**src/rtl/sat_pkg.sv**
```systemverilog
package sat_pkg;
    localparam int SMP_W    = 24;
    localparam int NARROW_W = 16;
    localparam int PAD_BITS = 2;
    localparam int SLOT_MAX = SMP_W + PAD_BITS;
    localparam int CNT_W    = $clog2(SLOT_MAX);
    localparam int IDX_W    = $clog2(SMP_W);

    typedef enum logic [1:0] {FR_I2S = 2'd0, FR_LEFT = 2'd1, FR_RIGHT = 2'd2, FR_RSVD = 2'd3} frame_e;
    typedef enum logic [1:0] {CH_STEREO = 2'd0, CH_ONLY_R = 2'd1, CH_ONLY_L = 2'd2, CH_MUTE = 2'd3} chan_e;

    typedef struct packed {
        logic   wide;
        frame_e frame;
        logic   lsb_first;
        logic   ws_left_hi;
        logic   sck_inv;
        chan_e  chan;
        logic   signed_pad;
    } fmt_t;

    typedef struct packed {
        logic [SMP_W-1:0] left;
        logic [SMP_W-1:0] right;
    } pair_t;

    // number of bit clocks in one slot, minus one
    function automatic logic [CNT_W-1:0] last_bit(input logic wide);
        return wide ? CNT_W'(SMP_W + PAD_BITS - 1) : CNT_W'(NARROW_W + PAD_BITS - 1);
    endfunction

    // value on the data line at position k of a slot carrying smp
    function automatic logic slot_bit(input logic [SMP_W-1:0] smp, input fmt_t f,
                                      input logic [CNT_W-1:0] k);
        logic [CNT_W-1:0] n, off, j;
        logic [IDX_W-1:0] idx;
        n   = f.wide ? CNT_W'(SMP_W) : CNT_W'(NARROW_W);
        off = (f.frame == FR_RIGHT) ? CNT_W'(PAD_BITS) :
              (f.frame == FR_LEFT)  ? CNT_W'(0) : CNT_W'(1);
        if (k < off) begin
            idx = IDX_W'(n - CNT_W'(1));
            return (f.frame == FR_RIGHT && f.signed_pad) ? smp[idx] : 1'b0;
        end
        j = k - off;
        if (j >= n) return 1'b0;
        idx = f.lsb_first ? IDX_W'(j) : IDX_W'(n - CNT_W'(1) - j);
        return smp[idx];
    endfunction
endpackage

```
**src/rtl/sat_timing.sv**
```systemverilog
module sat_timing
    import sat_pkg::*;
#(
    parameter int CW = CNT_W
) (
    input  logic          clk,
    input  logic          rst,
    input  logic          run_req,
    input  logic          bclk_en,
    input  logic [CW-1:0] slot_last,
    output logic          running,
    output logic          phase,
    output logic          advance,
    output logic          frame_start,
    output logic          nxt_right,
    output logic [CW-1:0] nxt_cnt
);
    logic          first_q;
    logic          right_q;
    logic [CW-1:0] cnt_q;
    logic          at_end;

    assign advance     = running && bclk_en && phase;
    assign at_end      = (cnt_q == slot_last);
    assign frame_start = advance && (first_q || (right_q && at_end));

    always_comb begin
        if (frame_start) begin
            nxt_right = 1'b0;
            nxt_cnt   = '0;
        end else if (at_end) begin
            nxt_right = 1'b1;
            nxt_cnt   = '0;
        end else begin
            nxt_right = right_q;
            nxt_cnt   = cnt_q + CW'(1);
        end
    end

    always_ff @(posedge clk) begin
        if (rst || !run_req) begin
            running <= 1'b0;
            phase   <= 1'b0;
            first_q <= 1'b0;
            right_q <= 1'b0;
            cnt_q   <= '0;
        end else if (!running) begin
            // start: next tick is a data step
            running <= 1'b1;
            phase   <= 1'b1;
            first_q <= 1'b1;
        end else if (bclk_en) begin
            phase <= !phase;
            if (advance) begin
                first_q <= 1'b0;
                right_q <= nxt_right;
                cnt_q   <= nxt_cnt;
            end
        end
    end
endmodule

```
**src/rtl/sat_sample.sv**
```systemverilog
module sat_sample
    import sat_pkg::*;
#(
    parameter int W = SMP_W
) (
    input  logic         clk,
    input  logic         rst,
    input  logic         run_req,
    input  logic         load,
    input  chan_e        chan,
    input  logic         s_valid,
    input  logic [W-1:0] s_left,
    input  logic [W-1:0] s_right,
    output logic [W-1:0] nxt_left,
    output logic [W-1:0] nxt_right,
    output logic         underflow
);
    logic [W-1:0] held_l, held_r;
    logic [W-1:0] pick_l, pick_r;

    always_comb begin
        unique case (chan)
            CH_ONLY_R: begin pick_l = s_right; pick_r = s_right; end
            CH_ONLY_L: begin pick_l = s_left;  pick_r = s_left;  end
            CH_MUTE:   begin pick_l = '0;      pick_r = '0;      end
            default:   begin pick_l = s_left;  pick_r = s_right; end
        endcase
        if (load) begin
            nxt_left  = s_valid ? pick_l : '0;
            nxt_right = s_valid ? pick_r : '0;
        end else begin
            nxt_left  = held_l;
            nxt_right = held_r;
        end
    end

    always_ff @(posedge clk) begin
        if (rst || !run_req) begin
            held_l    <= '0;
            held_r    <= '0;
            underflow <= 1'b0;
        end else begin
            held_l    <= nxt_left;
            held_r    <= nxt_right;
            underflow <= load && !s_valid;
        end
    end
endmodule

```
**src/rtl/sat_tx.sv**
```systemverilog
module sat_tx
    import sat_pkg::*;
(
    input  logic             clk,
    input  logic             rst,
    input  logic             cfg_wide,
    input  logic [1:0]       cfg_frame,
    input  logic             cfg_lsb_first,
    input  logic             cfg_ws_left_hi,
    input  logic             cfg_sck_inv,
    input  logic [1:0]       cfg_chan,
    input  logic             cfg_signed,
    input  logic             run_en,
    input  logic             out_en,
    input  logic             bclk_en,
    input  logic             s_valid,
    output logic             s_ready,
    input  logic [SMP_W-1:0] s_left,
    input  logic [SMP_W-1:0] s_right,
    output logic             ws,
    output logic             sck,
    output logic             sdo,
    output logic             underflow
);
    fmt_t             fmt_q, fmt_in;
    logic             running, phase, advance, frame_start, nxt_right_slot;
    logic [CNT_W-1:0] nxt_cnt;
    logic [SMP_W-1:0] nxt_l, nxt_r;
    logic             ws_q, sdo_q;

    assign fmt_in = '{wide: cfg_wide, frame: frame_e'(cfg_frame), lsb_first: cfg_lsb_first,
                      ws_left_hi: cfg_ws_left_hi, sck_inv: cfg_sck_inv,
                      chan: chan_e'(cfg_chan), signed_pad: cfg_signed};

    // format is frozen on the start cycle
    always_ff @(posedge clk) begin
        if (rst) fmt_q <= '0;
        else if (run_en && !running) fmt_q <= fmt_in;
    end

    sat_timing #(.CW(CNT_W)) u_timing (
        .clk(clk), .rst(rst), .run_req(run_en), .bclk_en(bclk_en),
        .slot_last(last_bit(fmt_q.wide)), .running(running), .phase(phase),
        .advance(advance), .frame_start(frame_start),
        .nxt_right(nxt_right_slot), .nxt_cnt(nxt_cnt)
    );

    sat_sample #(.W(SMP_W)) u_sample (
        .clk(clk), .rst(rst), .run_req(run_en), .load(frame_start), .chan(fmt_q.chan),
        .s_valid(s_valid), .s_left(s_left), .s_right(s_right),
        .nxt_left(nxt_l), .nxt_right(nxt_r), .underflow(underflow)
    );

    assign s_ready = frame_start;

    always_ff @(posedge clk) begin
        if (rst || !run_en) begin
            ws_q  <= 1'b0;
            sdo_q <= 1'b0;
        end else if (advance) begin
            ws_q  <= nxt_right_slot ? !fmt_q.ws_left_hi : fmt_q.ws_left_hi;
            sdo_q <= slot_bit(nxt_right_slot ? nxt_r : nxt_l, fmt_q, nxt_cnt);
        end
    end

    assign ws  = out_en && ws_q;
    assign sdo = out_en && sdo_q;
    assign sck = out_en && running && (phase ^ fmt_q.sck_inv);
endmodule

```
**config.mk**
```make
export PLATFORM = sky130hd
export DESIGN_NAME = sat_tx
export DESIGN_NICKNAME = d
export VERILOG_FILES = /design/src/rtl/sat_pkg.sv /design/src/rtl/sat_timing.sv /design/src/rtl/sat_sample.sv /design/src/rtl/sat_tx.sv
export SDC_FILE = /design/constraint.sdc
export NUM_CORES = 1
export LEC_CHECK = 0
export BUFFER_PORTS_ARGS = -buffer_cell sky130_fd_sc_hd__buf_4
export CORE_ASPECT_RATIO = 0.6
export CORE_MARGIN = 4
export CORE_UTILIZATION = 54
export CTS_BUF_LIST = sky130_fd_sc_hd__clkbuf_4 sky130_fd_sc_hd__clkbuf_8
export CTS_CLUSTER_DIAMETER = 100
export DETAILED_ROUTE_END_ITERATION = 16
export PLACE_DENSITY = 0.75
export SETUP_SLACK_MARGIN = 0.05
export SYNTH_ARGS = -nofsm -noshare
export SYNTH_HDL_FRONTEND = slang
export SYNTH_SLANG_ARGS = --single-unit
```
**constraint.sdc**
```tcl
create_clock -name clk -period 3.1 [get_ports clk]
set_input_delay 0.62 -clock clk [delete_from_list [all_inputs] [get_ports clk]]
set_output_delay 0.62 -clock clk [all_outputs]
set_load 0.01 [all_outputs]
```
# Word-level counts from Yosys, hierarchy flattened
# Cells that the tools add are included.
dict set report totals {
  regBits 69
  in_bits 63
  output_inout_bits 5
  wordCells 93
}
dict set report classes {
  addsub 4
  magnitude_cmp 4
  n_eq_ne 8
  n_mux 39
  n_bitwise 1
  n_reduce_logical 20
}
# cell count
set op_table {}
lappend op_table {{two-way mux 24 bit} 5}
lappend op_table {{case mux 24 bit (2 select lines)} 2}
lappend op_table {{two-way mux 1 bit} 24}
lappend op_table {{two-way mux 5 bit} 3}
lappend op_table {{less-than comparator 5 x 6 -> 1 bit (second input constant)} 2}
lappend op_table {{logical AND 1 bit} 11}
lappend op_table {{binary-select mux 1 bit (select 5 bit)} 2}
lappend op_table {{two-way mux 4 bit} 2}
lappend op_table {{equality test 2 bit (second input constant)} 3}
lappend op_table {{adder 5 x 1 -> 5 bit (second input constant)} 1}
lappend op_table {{equality test 5 bit} 1}
lappend op_table {{greater-or-equal comparator 5 bit} 1}
lappend op_table {{logical NOT 1 bit} 5}
lappend op_table {{less-than comparator 5 x 2 -> 1 bit} 1}
lappend op_table {{subtractor 5 x 1 -> 5 bit (second input constant)} 1}
lappend op_table {{subtractor 5 x 2 -> 5 bit} 1}
lappend op_table {{subtractor 5 bit} 1}
lappend op_table {{equality test 2 x 1 -> 1 bit (second input constant)} 2}
lappend op_table {{inequality test 2 bit (second input constant)} 2}
lappend op_table {{AND reduction 3 bit} 1}
lappend op_table {{logical OR 1 bit} 2}
lappend op_table {{two-way mux 2 bit} 1}
lappend op_table {{AND reduction 2 bit} 1}
lappend op_table {{XOR 1 bit} 1}

# Logic depth before layout (Yosys ltp)
# Gate-level depths: netlist of run 1.
dict set report logic_depth {
  word_depth 15
  depth_mapped 16
  ltp_nobuf 15
}

# Hierarchy
# Synthesis of run 1 repeated with hierarchy kept, for this count alone.
dict set report hier_totals {
  cells_unflattened 665
  hier_area_um2 5709.2
}
# mod instances cells_per_inst area_per_inst_um2 seq_area_each_um2
set by_module_without_submodules {}
lappend by_module_without_submodules {sat_sample 1 376 3430.8 980.9}
lappend by_module_without_submodules {sat_tx 1 214 1624.1 220.2}
lappend by_module_without_submodules {sat_timing 1 75 654.4 180.2}

# Least setup slack after synthesis of run 1
# No wires, ideal clock.
dict set report synth_timing {
  path_type {input -> register}
  from {in bclk_en}
  to {reg sdo_q}
  setup_time_ps 126
  arrival_time_ps 3163
  required_ps 2974
  slack_ps -189
  path_stages 12
  n_path_buf 0
  cell_sequence {nand4_1 -> o21ai_1 -> or2_2 -> ha_1 -> inv_1 -> fa_1 -> xor2_1 -> mux4_2 -> mux2i_1 -> o21ai_0 -> a41oi_1 -> o31ai_1}
}
dict set report synth_via {
  elab_chain_len 12
  elab_cells_between_ends 29
  classes_between {2 x add/sub; 2 x order compare; 22 x mux; 3 x reduce/logical}
}
# item line
set synth_rtl {}
lappend synth_rtl {{from (decl)} sat_tx.sv:15} ;# input logic bclk_en,
lappend synth_rtl {{logical AND 1 bit (*) (2 in series)} sat_timing.sv:23} ;# assign advance = running && bclk_en && phase;
lappend synth_rtl {{parallel branches: the longest is 10 deep, another holds subtractor 5 x 2 -> 5 bit} n/a}
lappend synth_rtl {{to (signal assigned)} sat_tx.sv:62} ;# sdo_q <= slot_bit(nxt_right_slot ? nxt_r : nxt_l, fmt_q, nxt_cnt);
lappend synth_rtl {{to (decl)} sat_tx.sv:29} ;# logic ws_q, sdo_q;
# Mark *: on every way between the ends. The select of a mux whose other input is x is not followed.
# A chain may end at the register's enable or synchronous reset.

# Final worst setup path of run 1
dict set report layout_timing {
  from {reg u_timing.cnt_q[1]}
  to {reg sdo_q}
}
dict set report layout_via {
  elab_chain_len 13
  elab_cells_between_ends 33
  classes_between {3 x add/sub; 2 x order compare; 1 x eq/ne; 24 x mux; 3 x reduce/logical}
}
# item line
set layout_rtl {}
lappend layout_rtl {{from (decl)} sat_timing.sv:20} ;# logic [CW-1:0] cnt_q;
lappend layout_rtl {{from (signal assigned)} sat_timing.sv:57} ;# cnt_q <= nxt_cnt;
lappend layout_rtl {{parallel branches: the longest is 12 deep, another holds adder 5 x 1 -> 5 bit} n/a}
lappend layout_rtl {{two-way mux 1 bit (*)} sat_pkg.sv:44} ;# j = k - off;
# Marks and branches as above.

==> results of run 1 <==
==> routing by layer <==
layer | vias to the layer above | global-route usage | part of all wire
li1 | 2135 | - | -
met1 | 2088 | 0.3663 | 0.49
met2 | 133 | 0.3735 | 0.43
met3 | 14 | 0.06050 | 0.059
met4 | 0 | 0.07359 | 0.014
met5 | - | 0 | 0
==> where the power goes <==
group	switching, mW	internal [mW]	total, mW
clock	0.342	0.409	0.751
combinational	0.211	0.205	0.416
sequential	0.0140	0.896	0.910
==> path summary, 6_finish.rpt <==
path | from | endpoint | slack [ns] | depth (start not counted)
max | u_timing.cnt_q[1]$_SDFFE_PN0P_ | sdo_q$_SDFFE_PN0P_ | 0.11 | 14
min | u_sample.held_r[7]$_SDFF_PN0_ | u_sample.held_r[7]$_SDFF_PN0_ | 0.45 | 2
max reg2reg | u_timing.cnt_q[1]$_SDFFE_PN0P_ | sdo_q$_SDFFE_PN0P_ | 0.11 | 14
min reg2reg | u_sample.held_r[7]$_SDFF_PN0_ | u_sample.held_r[7]$_SDFF_PN0_ | 0.45 | 2
==> area by class of cell <==
type	instances	area [um^2]	area share
multi-input cells	443	2846	0.5210
flip-flops and latches	69	1384	0.2533
repair buffers	105	835.8	0.1530
clock buffers	12	152.6	0.02794
well taps	108	135.1	0.02473
inverters	16	62.56	0.01145
clock inverters	4	47.55	0.008702
==> stage by stage <==
step	TNS [ns]	hold slack (ns)	instances
after floorplan	0	0.4273	570
after global placement	-0.006167	0.4396	736
after detailed placement	-0.08699	0.4433	736
after CTS	0	0.4537	752
after global routing	-0.06350	0.4772	757
final	0	0.4544	757
==> sequential cells by signal (all words and copies together), names as in the netlist <==
signal	count
u_sample.held_l	24
u_timing.running	1
u_sample.held_r	24
sdo_q	1
u_timing.phase	1
fmt_q	9
u_timing.right_q	1
u_timing.cnt_q	5
u_timing.first_q	1
u_sample.underflow	1
ws_q	1
==> critical path, cell delays in order, from the launching register on <==
cell and delay, ns:
dfxtp_2 0.33, inv_2 0.07, ha_4 0.13, nand3b_1 0.14
o21ai_2 0.19, or2_4 0.15, ha_4 0.12, inv_2 0.04
fa_2 0.64, xor2_4 0.19, mux4_2 0.31, mux2i_1 0.15
o21ai_1 0.10, a41oi_1 0.22, o31ai_1 0.09
==> kinds of logic (layout without fill, tap and decap cells) <==
| family | count (synthesis) | count (layout) | synth area share |
|---|---|---|---|
| AOI/OAI and AO/OA | 149 | 149 | 0.2028 |
| xor gates and xnor gates | 17 | 17 | 0.04535 |
| adders and majority gates | 6 | 6 | 0.01859 |
| buffers and inverters | 58 | 137 | 0.06394 |
| DFF | 69 | 69 | 0.3110 |
| muxes | 34 | 34 | 0.09014 |
| and+or+nand+nor | 237 | 237 | 0.2682 |
==> synthesized netlist by cell type (2+ instances only) <==
cell	number	area [um^2]
ha_1	5	62.56
a21o_1	7	52.55
nor2_2	2	12.51
nor3_1	3	15.01
and3b_1	10	87.58
nor2_1	22	82.58
mux4_2	4	90.09
a31oi_1	2	12.51
xor2_1	8	70.07
clkbuf_1	23	86.33
buf_1	4	15.01
nor3b_1	2	15.01
nand2b_1	12	75.07
nand2_1	102	382.9
inv_1	15	56.30
o21ai_1	7	35.03
and2_1	8	50.05
buf_2	6	30.03
o21ai_0	15	75.07
a211oi_1	3	22.52
a21oi_1	81	405.4
dfxtp_1	69	1381
mux2_2	7	78.83
nor2b_1	25	156.4
o31ai_1	2	15.01
nand4_1	4	25.02
nand3b_1	9	67.56
xnor2_2	2	32.53
nand3_1	30	150.1
mux2i_1	22	220.2
buf_4	3	22.52
buf_6	6	67.56
xnor2_1	5	43.79
o211ai_1	17	127.6
==> timing repair <==
action / 4_1_cts / 5_1_grt
endpoints found under the setup margin: 1 / 1
resized for setup: 1 / 4
pin swaps: 1 / 7
buffers inserted: 0 / 5
==> results.sh, run 1 <==
export IMPL_status="completed"
export IMPL_grt_max_degree=56
export IMPL_fin_crit_ns=2.994
export IMPL_postSynthCellCount=570
export IMPL_worstPathMaxFanout=3
export IMPL_drtIter0Drc=351
export IMPL_ios=68
export IMPL_synth_seq_cells=69
export IMPL_drc_errors=0
export IMPL_cp_end_kind="register"
export IMPL_power_leakage_nw=2.218
export IMPL_fp_dieH_um=78.25
export IMPL_wl_per_cell_um=16.19
export IMPL_worst_clock_skew_ns=0.005302
export IMPL_hp_class="reg2reg"
export IMPL_gr_total_overflow=0
export IMPL_worstPathArrival_ns=3.24
export IMPL_layout_commonest_cell="nand2_1"
export IMPL_final_cell_mix="102 x nand2_1, 100 x buf_4, 81 x a21oi_1, 67 x dfxtp_1, 30 x nand3_1"
export IMPL_vias=4370
export IMPL_max_slew_margin_rel=0.5396
export IMPL_fin_area_um2=5464
export IMPL_final_setup_viol_count=0
export IMPL_finalCritPeriodShare=0.9658
export IMPL_cts_sinks=69
export IMPL_track_usage=0.2529
export IMPL_critPathLaunchType="register"
export IMPL_power_mw=2.076
export IMPL_required_ns=3.35
export IMPL_place_hpwl_um=8983
export IMPL_numPortBuffers=67
export IMPL_yosysWarnings=0
export IMPL_antenna_found_initial=0
export IMPL_numCtsBuffers=9
export IMPL_synth_edf_count=0
export IMPL_die_width_um=125.1
export IMPL_first_pass_iters=4
export IMPL_ys_flop_type="dfxtp_1"
export IMPL_yosysUniqueCellTypes=62
export IMPL_clock_latency_ns=0.36
export IMPL_num_nets_final=713
export IMPL_ys_seq_area_frac=0.3110
export IMPL_grt_pass1_wl_um=20110
export IMPL_antenna_cells=0
export IMPL_core_area_um2=7945
export IMPL_syn_mean_instance_area_um2=7.793
export IMPL_gp_congestion=0.9427
export IMPL_viasPerCell=5.773
export IMPL_clock_fmax_mhz=334.0
export IMPL_drive_above_1_share=0.2435
export IMPL_cts_max_level=3
export IMPL_die_area_um2=9788
export IMPL_syn_num_nets=639
export IMPL_hold_buffers=0
export IMPL_fin_util=0.6877
export IMPL_hold_viol=0
export IMPL_detailed_place_area_um2=5214
export IMPL_grt_pass1_vias=4077
export IMPL_rsz0062_at_grt="true"
export IMPL_clockRootBuffer="clkbuf_8"
export IMPL_max_cap_violations=0
export IMPL_final_antenna_net_count=0
export IMPL_ctsLongestPathBuffers=2
export IMPL_synthArstFlopShare=0
export IMPL_power_density_nw_per_um2=379.9
export IMPL_irDropWorstVdd_v=0.0003067
export IMPL_drt_wl_total_um=12260
export IMPL_cts_clk_slew_worst_paths_ns=0.07
export IMPL_cts_tree="done"
export IMPL_fill_cells=659
export IMPL_setup_ws_ns=0.1062
export IMPL_slew_viol_final=0
export IMPL_rows=25
export IMPL_area_growth_pct=23.01
export IMPL_worst_slew_pin_slew_ns=0.6897
export IMPL_initial_core_util=0.5591
export IMPL_worstSetupPathType="reg2reg"
export IMPL_netlist_area_um2=4442
export IMPL_preCtsSetupSlack_ns=-0.08699
(Power assumes the default switching activity.)
==> run 2: changes to the inputs <==
--- a/config.mk
+++ b/config.mk
@@ -8,7 +8,7 @@
 export BUFFER_PORTS_ARGS = -buffer_cell sky130_fd_sc_hd__buf_4
 export CORE_ASPECT_RATIO = 0.6
 export CORE_MARGIN = 4
-export CORE_UTILIZATION = 54
+export CORE_UTILIZATION = 55
 export CTS_BUF_LIST = sky130_fd_sc_hd__clkbuf_4 sky130_fd_sc_hd__clkbuf_8
 export CTS_CLUSTER_DIAMETER = 100
 export DETAILED_ROUTE_END_ITERATION = 16
@@ -16,4 +16,5 @@
 export SETUP_SLACK_MARGIN = 0.05
 export SYNTH_ARGS = -nofsm -noshare
 export SYNTH_HDL_FRONTEND = slang
+export SYNTH_HIERARCHICAL = 1
 export SYNTH_SLANG_ARGS = --single-unit
==> run 2 against run 1 <==
Against the previous run: the flow now finishes with violations (negative setup slack); routed wire length grew 30%; clock power grew 16%; global-route usage grew 0.81 points; largest cell class unchanged; worst hold slack gained 0.0020 ns; setup slack lost 0.16 ns; critical path depth grew 2; first-iteration DRC count grew 40%.
==> results.sh, run 2 <==
export IMPL_synth_area_leaders="dfxtp_1 24%, mux2i_1 13%, nand2b_1 12%"
export IMPL_cts_tree="done"
export IMPL_numCtsBuffers=9
export IMPL_cp_slowest_cell="fa_2"
export IMPL_postSynthCellCount=665
export IMPL_synth_top_area_frac=0.2419
export IMPL_r2r_start="fmt_q[8]$_SDFFE_PP0P_"
export IMPL_cts_clk_slew_worst_paths_ns=0.08
export IMPL_crit_end="sdo_q$_SDFFE_PP0P_"
export IMPL_ys_flop_type="dfxtp_1"
export IMPL_final_antenna_net_count=0
export IMPL_synth_top_family_by_area="simple AND/OR/NAND/NOR gates"
export IMPL_power_mw=2.299
export IMPL_worst_slew_pin_slew_ns=1.165
export IMPL_synth_edf_count=0
export IMPL_ctsLongestPathBuffers=2
export IMPL_cp_end_kind="register"
export IMPL_fin_crit_ns=3.149
export IMPL_drive_above_1_share=0.2799
export IMPL_setup_ws_ns=-0.04903
export IMPL_yosysUniqueCellTypes=69
export IMPL_numPortBuffers=67
export IMPL_max_slew_margin_rel=0.2230
export IMPL_fp_dieH_um=86.92
export IMPL_cts_sinks=69
export IMPL_critPathLaunchType="register"
export IMPL_vias=5581
export IMPL_syn_mean_instance_area_um2=8.585
export IMPL_cts_max_level=3
export IMPL_worstPathArrival_ns=3.40
export IMPL_track_usage=0.2610
export IMPL_power_leakage_nw=2.362
export IMPL_yosysWarnings=6
export IMPL_regArea_um2=1393
export IMPL_gr_total_overflow=0
export IMPL_synth_seq_cells=69
export IMPL_antenna_found_initial=0
export IMPL_max_cap_violations=0
export IMPL_grt_pass1_vias=5309
export IMPL_pwr_share_seq=0.394
export IMPL_reg2reg_depth=16
export IMPL_hold_viol=0
export IMPL_initial_core_util=0.5718
export IMPL_violations="negative setup slack"
export IMPL_power_density_nw_per_um2=326.1
export IMPL_final_setup_viol_count=1
export IMPL_worst_clock_skew_ns=0.008063
export IMPL_clockRootBuffer="clkbuf_8"
export IMPL_area_growth_pct=23.49
export IMPL_critPathBufInv=3
export IMPL_grt_max_degree=74
export IMPL_core_area_um2=9985
export IMPL_fill_cells=777
export IMPL_clock_fmax_mhz=317.6
export IMPL_startpoint="fmt_q[8]$_SDFFE_PP0P_"
export IMPL_final_cell_count_no_fill=896
export IMPL_fin_hold_ws_ns=0.4564
export IMPL_fin_util=0.7061
export IMPL_p_sw_frac=0.2857
export IMPL_synth_compound_area_frac=0.2362
export IMPL_num_nets_final=824
export IMPL_rows=28
export IMPL_rsz0062_at_grt="true"
export IMPL_status="finished with violations"
export IMPL_layout_commonest_cell="buf_4"
export IMPL_worstSetupPathType="reg2reg"
export IMPL_synth_common_cells="105 x nand2b_1, 72 x mux2i_1, 69 x dfxtp_1"
export IMPL_p_switching_uw=657.0
export IMPL_critPathTopFamily="adder cells"
export IMPL_combPwrFrac=0.226
export IMPL_gp_congestion=0.9032
export IMPL_hp_class="reg2reg"
export IMPL_drc_errors=0
export IMPL_clock_latency_ns=0.36
export IMPL_irDropWorstVdd_v=0.0002036
export IMPL_synth_xor_area_frac=0.03397
export IMPL_drt_wl_total_um=15890
export IMPL_synth_fa_ha_area_frac=0.01227
export IMPL_worst_path_stages=16
export IMPL_worstPathMaxFanout=6
export IMPL_synthArstFlopShare=0
export IMPL_top_regs="u_sample/held_l: 24 flops, u_sample/held_r: 24 flops, fmt_q: 9 flops"
export IMPL_max_stage_delay_ns=0.58
export IMPL_yosysMostFrequentCell="nand2b_1"
export IMPL_synth_simple_area_share=0.2610
export IMPL_p_clk_frac=0.379
export IMPL_yosysTopAreaCell="dfxtp_1"
export IMPL_multi_input_area_um2=4083
export IMPL_antenna_cells=0
export IMPL_dp_cells=874
export IMPL_first_pass_iters=5
export IMPL_finalCritPeriodShare=1.016
export IMPL_drtIter0Drc=492
export IMPL_r2r_slack_ns=-0.05
export IMPL_rr_endpoint="sdo_q$_SDFFE_PP0P_"
export IMPL_wl_per_cell_um=17.73
export IMPL_place_hpwl_um=11270
export IMPL_required_ns=3.35
export IMPL_ios=68
export IMPL_viasPerCell=6.229
export IMPL_ys_seq_area_frac=0.2419
export IMPL_die_width_um=139.5
export IMPL_hold_buffers=0
export IMPL_setup_tns_ns=-0.04903
export IMPL_crit_chain="xnor2_4, nand3_4, nor2_4, a211oi_2, inv_1, ha_2, inv_2, fa_2, buf_12, mux2_2, o22ai_2, nor4_1, a21oi_1, nand3_1, a211oi_2, o31ai_1"
export IMPL_slew_viol_final=0
export IMPL_worst_path_most_repeated_cell="a211oi_2"
export IMPL_grt_pass1_wl_um=25940
export IMPL_final_cell_mix="125 x buf_4, 104 x nand2b_1, 72 x mux2i_1, 64 x dfxtp_1, 50 x a31oi_1"
export IMPL_p_int_mw=1.642
export IMPL_netlist_area_um2=5709
export IMPL_die_area_um2=12130
export IMPL_synth_mux_area_frac=0.1440
==> run 2: cell types whose count changed in the layout (fill, tap and decap cells not counted), sizes merged, moves of 32 or more <==
| cell | previous run | this run |
|---|---|---|
| a21oi | 82 | 21 |
| a311oi | 1 | 48 |
| a31oi | 2 | 52 |
| buf | 104 | 136 |
| mux2i | 22 | 72 |
| nand2 | 103 | 34 |
| nand2b | 12 | 105 |
| nand3b | 9 | 48 |
==> run 2: how the worst min path moves through the flow <==
stage	cells past startpoint	slack, ns	end	startpoint
after floorplan	2	0.43	fmt_q[0]$_SDFFE_PP0P_	fmt_q[0]$_SDFFE_PP0P_
after global placement	2	0.45	fmt_q[0]$_SDFFE_PP0P_	fmt_q[0]$_SDFFE_PP0P_
after detailed placement	2	0.45	fmt_q[6]$_SDFFE_PP0P_	fmt_q[6]$_SDFFE_PP0P_
after CTS	2	0.46	fmt_q[6]$_SDFFE_PP0P_	fmt_q[6]$_SDFFE_PP0P_
after global routing	2	0.48	fmt_q[6]$_SDFFE_PP0P_	fmt_q[6]$_SDFFE_PP0P_
final	2	0.46	fmt_q[6]$_SDFFE_PP0P_	fmt_q[6]$_SDFFE_PP0P_
==> run 2: cells by family (layout without fill, tap and decap cells) <==
family / count (synthesis) / in the layout
AO/OA/AOI/OAI: 178 / 178
XOR/XNOR: 17 / 17
adder cells (fa/ha/maj): 5 / 5
buffers and inverters: 67 / 161
flip-flops: 69 / 69
multiplexers: 81 / 81
other: 2 / 4
AND/OR/NAND/NOR: 246 / 246
==> run 2: routing by layer <==
metal	vias up	routed length [um]	global-route usage
met5	-	0	0
met4	0	116	0.05629
met3	12	1025	0.05211
met2	200	7184	0.4181
met1	2680	7560	0.3686
li1	2689	-	-
==> run 2: through the flow <==
stage / setup WS (ns) / instance area (um^2)
detailed placement: -0.4111 / 6639
global route: -0.1779 / 7051
finish: -0.04903 / 7051
CTS: 0.04458 / 7037
floorplan: 0.07005 / 5776
global placement: -0.2923 / 6639
==> run 2: area by class of cell <==
cell class,count,share of cell area
Clock buffer,12,0.02254
Timing Repair Buffer,136,0.1618
Sequential cell,69,0.1975
Inverter,9,0.005146
Multi-Input combinational cell,531,0.5791
Clock inverter,4,0.009938
Tap cell,135,0.02396
==> run 2: power groups by stage <==
stage | clock network (mW) | logic (mW) | registers, mW
final | 0.872 | 0.521 | 0.906
after global routing | 0.924 | 0.560 | 0.907
after CTS | 0.885 | 0.507 | 0.906
after detailed placement | 0 | 0.469 | 0.927
after global placement | 0 | 0.453 | 0.927
after floorplan | 0 | 0.312 | 0.922
==> run 2: repair_timing <==
| action | CTS | global route |
|---|---|---|
| setup buffers | 6 | 0 |
| pin swaps | 17 | 2 |
| resized for setup | 30 | 3 |
| endpoints found under the setup margin | 1 | 1 |
==> run 2: tightest hold or removal path, cell delays in order (launching register included) <==
cell and delay, ns:
dfxtp_1 0.31, nand2_1 0.05, a21oi_1 0.05
